`src/rtl/burst_addr_pkg.sv`:
```
package burst_addr_pkg;

    // Resolved action for one clock edge
    typedef enum logic [1:0] {
        CMD_HOLD   = 2'd0,
        CMD_STEP   = 2'd1,
        CMD_REPLAY = 2'd2,
        CMD_LOAD   = 2'd3
    } burst_cmd_e;

endpackage

```
`src/rtl/burst_cmd_sel.sv`:
```
module burst_cmd_sel
    import burst_addr_pkg::*;
(
    input  logic       load_req,
    input  logic       replay_req,
    input  logic       step_req,
    output burst_cmd_e cmd
);

    // Fixed priority: load, replay, step, hold
    always_comb begin
        if (load_req) begin
            cmd = CMD_LOAD;
        end else if (replay_req) begin
            cmd = CMD_REPLAY;
        end else if (step_req) begin
            cmd = CMD_STEP;
        end else begin
            cmd = CMD_HOLD;
        end
    end

endmodule

```
`src/rtl/burst_replay_reg.sv`:
```
module burst_replay_reg
    import burst_addr_pkg::*;
#(
    parameter int ADDR_W = 18
) (
    input  logic              clk,
    input  logic              rst,
    input  burst_cmd_e        cmd,
    input  logic [ADDR_W-1:0] load_addr,
    output logic [ADDR_W-1:0] replay_addr
);

    logic [ADDR_W-1:0] saved_d;

    // Only a load updates the saved start address
    always_comb begin
        unique case (cmd)
            CMD_LOAD:   saved_d = load_addr;
            CMD_REPLAY: saved_d = replay_addr;
            CMD_STEP:   saved_d = replay_addr;
            CMD_HOLD:   saved_d = replay_addr;
            default:    saved_d = replay_addr;
        endcase
    end

    always_ff @(posedge clk) begin
        if (rst) begin
            replay_addr <= '0;
        end else begin
            replay_addr <= saved_d;
        end
    end

endmodule

```
`src/rtl/burst_count_reg.sv`:
```
module burst_count_reg
    import burst_addr_pkg::*;
#(
    parameter int ADDR_W = 18
) (
    input  logic              clk,
    input  logic              rst,
    input  burst_cmd_e        cmd,
    input  logic [ADDR_W-1:0] load_addr,
    input  logic [ADDR_W-1:0] replay_addr,
    output logic [ADDR_W-1:0] count_q
);

    localparam logic [ADDR_W-1:0] STEP_ONE = ADDR_W'(1);

    logic [ADDR_W-1:0] count_d;

    // Next-value selector; the add wraps naturally at ADDR_W bits
    always_comb begin
        unique case (cmd)
            CMD_LOAD:   count_d = load_addr;
            CMD_REPLAY: count_d = replay_addr;
            CMD_STEP:   count_d = count_q + STEP_ONE;
            CMD_HOLD:   count_d = count_q;
            default:    count_d = count_q;
        endcase
    end

    always_ff @(posedge clk) begin
        if (rst) begin
            count_q <= '0;
        end else begin
            count_q <= count_d;
        end
    end

endmodule

```
`src/rtl/burst_addr_gen.sv`:
```
module burst_addr_gen
    import burst_addr_pkg::*;
#(
    parameter int ADDR_W = 18
) (
    input  logic              clk,
    input  logic              rst,
    input  logic              load_req,
    input  logic [ADDR_W-1:0] load_addr,
    input  logic              replay_req,
    input  logic              step_req,
    output logic [ADDR_W-1:0] addr_q
);

    burst_cmd_e        cmd;
    logic [ADDR_W-1:0] replay_addr;
    logic [ADDR_W-1:0] count_q;

    burst_cmd_sel u_sel (
        .load_req   (load_req),
        .replay_req (replay_req),
        .step_req   (step_req),
        .cmd        (cmd)
    );

    burst_replay_reg #(.ADDR_W(ADDR_W)) u_replay (
        .clk         (clk),
        .rst         (rst),
        .cmd         (cmd),
        .load_addr   (load_addr),
        .replay_addr (replay_addr)
    );

    burst_count_reg #(.ADDR_W(ADDR_W)) u_count (
        .clk         (clk),
        .rst         (rst),
        .cmd         (cmd),
        .load_addr   (load_addr),
        .replay_addr (replay_addr),
        .count_q     (count_q)
    );

    assign addr_q = count_q;

endmodule

```
`config.mk`:
```
export PLATFORM = sky130hd
export DESIGN_NAME = burst_addr_gen
export DESIGN_NICKNAME = d
export VERILOG_FILES = /design/src/rtl/burst_addr_pkg.sv /design/src/rtl/burst_cmd_sel.sv /design/src/rtl/burst_replay_reg.sv /design/src/rtl/burst_count_reg.sv /design/src/rtl/burst_addr_gen.sv
export SDC_FILE = /design/constraint.sdc
export NUM_CORES = 1
export LEC_CHECK = 0
export ABC_AREA = 1
export BUFFER_PORTS_ARGS = -buffer_cell sky130_fd_sc_hd__buf_2
export CAP_MARGIN = 20
export CORE_MARGIN = 8
export CORE_UTILIZATION = 40
export CTS_CLUSTER_SIZE = 10
export DETAILED_ROUTE_END_ITERATION = 10
export PLACE_DENSITY = 0.63
export SYNTH_ARGS = -nofsm -noshare
export SYNTH_HDL_FRONTEND = slang
export SYNTH_HIERARCHICAL = 1
export SYNTH_SLANG_ARGS = --single-unit
```
`constraint.sdc`:
```
create_clock -name clk -period 4.4 [get_ports clk]
set_input_delay 0.88 -clock clk [delete_from_list [all_inputs] [get_ports clk]]
set_output_delay 0.88 -clock clk [all_outputs]
set_load 0.02 [all_outputs]
```
**Word-level counts from Yosys, hierarchy flattened**

Cells that the tools add are included.
Widths: inputs -> output; s select.

- Register bits after elaboration: 36
- Output and inout bits: 18
- Word-level logic and storage cells: 13

- Add/sub/neg operators: 1
- Equality and inequality tests: 3
- Mux-type cells: 5
- Reductions and logical operators: 2

Operator list:

| kind | number |
|---|---|
| $pmux 18 s3 | 1 |
| $add 18x1->18 const B | 1 |
| $mux 18 | 1 |
| $eq 2x2->1 const B | 2 |
| $mux 2 | 2 |
| $reduce_or 3->1 | 1 |
| $eq 2x1->1 const B | 1 |
| $logic_not 2->1 | 1 |
| $mux 1 | 1 |

**Longest topological paths before layout**

- Word-level depth: 5
- Gate-level depth with buffers: 12

**Cells and area by module**

Netlist, hierarchy kept.

Modules (own cells, without submodules):

| module | times used | cells an instance | area an instance (um2) |
|---|---|---|---|
| burst_count_reg | 1 | 231 | 1,438.9 |
| burst_replay_reg | 1 | 114 | 760.7 |
| burst_cmd_sel | 1 | 5 | 18.8 |

**Worst setup path after synthesis**

Ideal clock, no wire load.

- Path kind: input -> register
- Start point: input replay_req
- End point: register u_count.count_q[13]
- Arrival: 2.125 ns
- Data required time: 4.330 ns
- Setup slack: 2.205 ns
- Cell stages on the path: 12
- Buffers on the path: 2
- Cells stage by stage: inv_1 nand2_1 nand2_1 inv_1 ha_1 buf_4 inv_2 clkbuf_8 a21oi_1 nand2_1 o21ai_0 a21oi_1

- Cells in the longest elaborated chain, start to end: 4
- Elaborated cells between the ends (all ways): 7
- Classes of those cells: eq/ne (3); mux (3); reduce/logical (1)

RTL lines:

| element | RTL line | RTL |
|---|---|---|
| from (decl) | burst_addr_gen.sv:10 | `input logic replay_req,` |
| $mux 2 * | burst_cmd_sel.sv:14 | `end else if (replay_req) begin` |
| $mux 2 * | burst_cmd_sel.sv:12 | `if (load_req) begin` |
| named net cmd[0] | burst_addr_gen.sv:15 | `burst_cmd_e cmd;` |
| $eq 2x1->1 / $eq 2x2->1 (equally long branches) | burst_count_reg.sv:20 | `unique case (cmd)` |
| $pmux 18 s3 | burst_count_reg.sv:20 |  |
| to (signal assigned) | burst_count_reg.sv:33 | `count_q <= count_d;` |
| to (decl) | burst_count_reg.sv:11 | `output logic [ADDR_W-1:0] count_q` |

The timed path passes the listed nets; every way through them passes the cells marked *.
A chain may end at the register's enable or synchronous reset.

**Final worst setup path**

- Start point: input replay_req
- End point: register u_count.count_q[7]

The elaborated chain is that of the path after synthesis.

==> results.txt <==
----------------------------------------------------
[GRT]
  Initial antenna violation count ... 0
  GR Util All Layers ... between 10% and 20%
  Vias in the first global route ... 2,090
  Global-route wire length before repair ... 10,030 µm
  Largest net degree at the start of global routing ... 37
  Overflow after GRT ... 0

[Floorplanning]
  Number of standard-cell rows in the floorplan ... 27
  Vertical die dimension ... between 90 and 100 µm
  Area of the core region ... around 5400 µm²
  Width of the chip ... slightly above 90 µm
  Die Outline Area ... ~8000 µm²
  Initial cell density of the core ... between 40% and 50%
  Number of top-level design ports ... 41

[Clock tree]
  Total number of clock tree sinks ... 36
  CTS tree ... done
  Number of gates resized after CTS ... 0
  Total CTS buffers ... 5
  Count of H-tree levels built during CTS ... 2
  Clock slew at the register clock pins of the worst setup and hold paths ... roughly 0.08 ns
  Number of post-CTS setup repair buffers ... 0
  Skew-Pair Late Insertion Delay ... approximately 0.29 ns
  CTS Hold Bufs ... 0
  Buffer cell driving the clock tree root ... sky130_fd_sc_hd__clkbuf_8
  Maximum number of buffers from clock root to sink ... 2

[Finish]
  Final nets ... just over 400
  Growth of design area from synthesis to finish ... 12.24%
  Final cell count without fillers ... roughly 460
  Fill cell count ... 593
  Diode insertion count for antenna repair ... 0
  Fraction of layout instances using a drive strength above 1 ... between 10% and 20%

[Synth]
  Top-area cell type share of the netlist area ... 32.49%
  Post-synth net total ... ~380
  Ranking of synthesized cells by area ... sky130_fd_sc_hd__dfxtp_1, sky130_fd_sc_hd__nand2_1, sky130_fd_sc_hd__nor2_1
  Gate Count Post-Synth ... 350
  Register area share after synthesis ... 32.49%
  Post-synthesis cell area ... 2218 µm²
  Flop and latch count out of synthesis ... 36
  Syn. warnings ... 6
  Cell taking the most area after synthesis ... sky130_fd_sc_hd__dfxtp_1
  Post-synthesis cell type count ... 29
  Avg Cell Area, Syn ... approximately 6.3 µm²

[Placement]
  Number of placed cells counting well taps ... between 400 and 500
  Buffers on Ports ... 40
  Placed wire-length estimate ... ~4200 µm
  Routability cong. ... about 0.84

[Setup path]
  Setup slack of the worst register-to-register path ... about 2.7 ns
  Critical Path Fanout Max ... 19
  Highest cell delay on the worst timing path ... between 0.6 and 0.7 ns
  CP Capture Type ... flip-flop
  Startpoint kind of the worst setup timing path ... input port
  Slowest cell on crit path ... sky130_fd_sc_hd__ha_1
  Worst Path Class, Setup ... in2reg
  Cell family with most CP delay ... adder cells
  Arrival @ worst endpoint ... approximately 2.7 ns
  Worst path cell trace ... buf_2, inv_1, nand2_1, nand2_1, inv_1, ha_1, inv_2, a21oi_1, o21ai_0, o21ai_0, a21oi_1
  Required time of the critical path ... about 4.6 ns
  Number of buffers and inverters on the critical path ... 4

[STA]
  Maximum frequency from static timing analysis ... 385.7 MHz
  Worst max-slew margin expressed relative to the limit ... 37.17%
  Finish-stage setup viols ... 0
  Summed negative setup slack over all endpoints ... 0 ns
  Unrepaired setup endpoints after global routing ... false
  Endpoints failing hold ... 0
  Share of the cycle needed by the critical path after routing ... between 50% and 60%
  Min cycle time layout ... ~2.6 ns
  Count of final max-slew check failures ... 0
  Worst Tran Pin Value ... between 0.9 and 1 ns
  Clock skew after layout ... between 0.01 and 0.015 ns

[Route]
  Post-detailed-route DRC marker count ... 0
  Post-detailed-routing wire length ... 5869 µm
  Number of design-rule violations left by the first detailed-router iteration ... ~160
  Total vias in the final route ... between 2k and 2.5k
  DR pass1 iterations ... 4
  Final ANT Viol Nets ... 0
  Routed length per placed instance ... around 13 µm
  Vias per std cell ... between 4 and 5

[Power and ir drop]
  Leakage Power ... 1.141 nW
  Power per cell area ... roughly 350 nW/µm²
  Largest voltage drop on the vdd net ... between 0.0001 and 0.00015 V

[Hold path]
  Worst min-delay path category ... reg2reg

[Run status]
  Status ... completed

[Flow run]
  Number of maximum-capacitance violations ... 0

----------------------------------------------------
sequential cells by signal (all words and copies together), names as in the netlist:
name                  flops
u_count/count_q          18
u_replay/replay_addr     18
worst reg2reg max path, delay by kind of cell (launching register included):
family | cells | cell delay [ns]
AOI/OAI and AO/OA | 1 | 0.13
and+or+nand+nor | 8 | 0.76
DFF | 1 | 0.42
buffers and inverters | 1 | 0.11
adders and majority gates | 1 | 0.20
report_power, final:
part / switching, mW / internal, mW / total (mW)
Sequential: 0.0319 / 0.358 / 0.389
Combinational: 0.122 / 0.0676 / 0.190
Clock: 0.124 / 0.168 / 0.293
Total: 0.279 / 0.593 / 0.872
area by class of cell:
type,instances,area (µm²),area share (%)
inverter,37,138.9,5.578
tap,72,90.09,3.618
sequential,36,720.7,28.94
clock buffer,6,72.57,2.915
multi-input combinational,262,1232,49.50
clock inverter,2,35.03,1.407
timing repair buffer,40,200.2,8.040
synth_stat cells (all sizes together):
master       instances
dfxtp               36
a21oi               35
inv                 36
or2                  5
clkinv               1
o21ai               37
dlygate4sd1          1
nor2                58
o21bai               4
nand3               17
nand4                2
a22o                 1
nand2               96
ha                   4
a31oi                1
a221o                1
nor3                 1
buf                  7
clkbuf               7
cell families (layout without fill, tap and decap cells):
logic type | after synthesis | after routing | share of synthesized area (%)
and+or+nand+nor | 179 | 179 | 34.23
AOI/OAI and AO/OA | 79 | 79 | 19.06
buffers and inverters | 52 | 85 | 11.96
DFF | 36 | 36 | 32.49
adders and majority gates | 4 | 4 | 2.256
placed cells by master (no fill, tap or decap):
| cell | n |
|---|---|
| sky130_fd_sc_hd__nand2_1 | 90 |
| sky130_fd_sc_hd__nor2_1 | 53 |
| sky130_fd_sc_hd__buf_2 | 40 |
| sky130_fd_sc_hd__dfxtp_1 | 36 |
| sky130_fd_sc_hd__o21ai_0 | 34 |
| sky130_fd_sc_hd__inv_1 | 33 |
| sky130_fd_sc_hd__a21oi_1 | 33 |
| sky130_fd_sc_hd__nand3_1 | 17 |
| sky130_fd_sc_hd__clkbuf_8 | 5 |
| sky130_fd_sc_hd__nand2_2 | 5 |
| sky130_fd_sc_hd__or2_2 | 5 |
| sky130_fd_sc_hd__o21bai_1 | 4 |
| sky130_fd_sc_hd__ha_1 | 4 |
| sky130_fd_sc_hd__nor2_4 | 3 |
| sky130_fd_sc_hd__inv_2 | 3 |
| sky130_fd_sc_hd__o21ai_1 | 3 |
| sky130_fd_sc_hd__a21oi_2 | 2 |
| sky130_fd_sc_hd__nand4_1 | 2 |
| sky130_fd_sc_hd__nor2_2 | 2 |
| sky130_fd_sc_hd__clkinv_2 | 1 |
| sky130_fd_sc_hd__bufinv_16 | 1 |
| sky130_fd_sc_hd__clkbuf_1 | 1 |
| sky130_fd_sc_hd__a22o_1 | 1 |
| sky130_fd_sc_hd__a31oi_1 | 1 |
| sky130_fd_sc_hd__a221o_1 | 1 |
| sky130_fd_sc_hd__clkinv_1 | 1 |
| sky130_fd_sc_hd__nor3_1 | 1 |
| sky130_fd_sc_hd__nand2_4 | 1 |
path summary, 6_finish.rpt:
check / end / startpoint / cells past startpoint
max: u_count/count_q[7]$_SDFFE_PP0P_ / replay_req / 11
min: u_replay/replay_addr[12]$_SDFFE_PP0N_ / u_replay/replay_addr[12]$_SDFFE_PP0N_ / 4
max reg2reg: u_count/count_q[12]$_SDFFE_PP0P_ / u_count/count_q[1]$_SDFFE_PP0P_ / 11
min reg2reg: u_replay/replay_addr[12]$_SDFFE_PP0N_ / u_replay/replay_addr[12]$_SDFFE_PP0N_ / 4
layer usage:
metal  part of all wire, %  wire [µm]  vias up  GRT usage, %
met4                  0.68         40        0         5.409
met5                     0          0        -             0
li1                      -          -     1182             -
met3                   5.4        315        2         2.494
met1                    49       2901      955         19.06
met2                    45       2612       82         23.26
through the flow:
step	utilization [%]	total power, mW	cell area, µm²	setup slack [ns]	hold slack [ns]
CTS	45.78	0.8796	2490	1.824	0.5149
global route	45.78	0.9236	2490	1.584	0.5496
floorplan	-	0.5346	2218	2.205	0.4888
global placement	43.80	0.5834	2382	1.543	0.4991
finish	45.78	0.8720	2490	1.807	0.5133
detailed placement	43.80	0.5853	2382	1.519	0.4993
(Power assumes the default switching activity.)
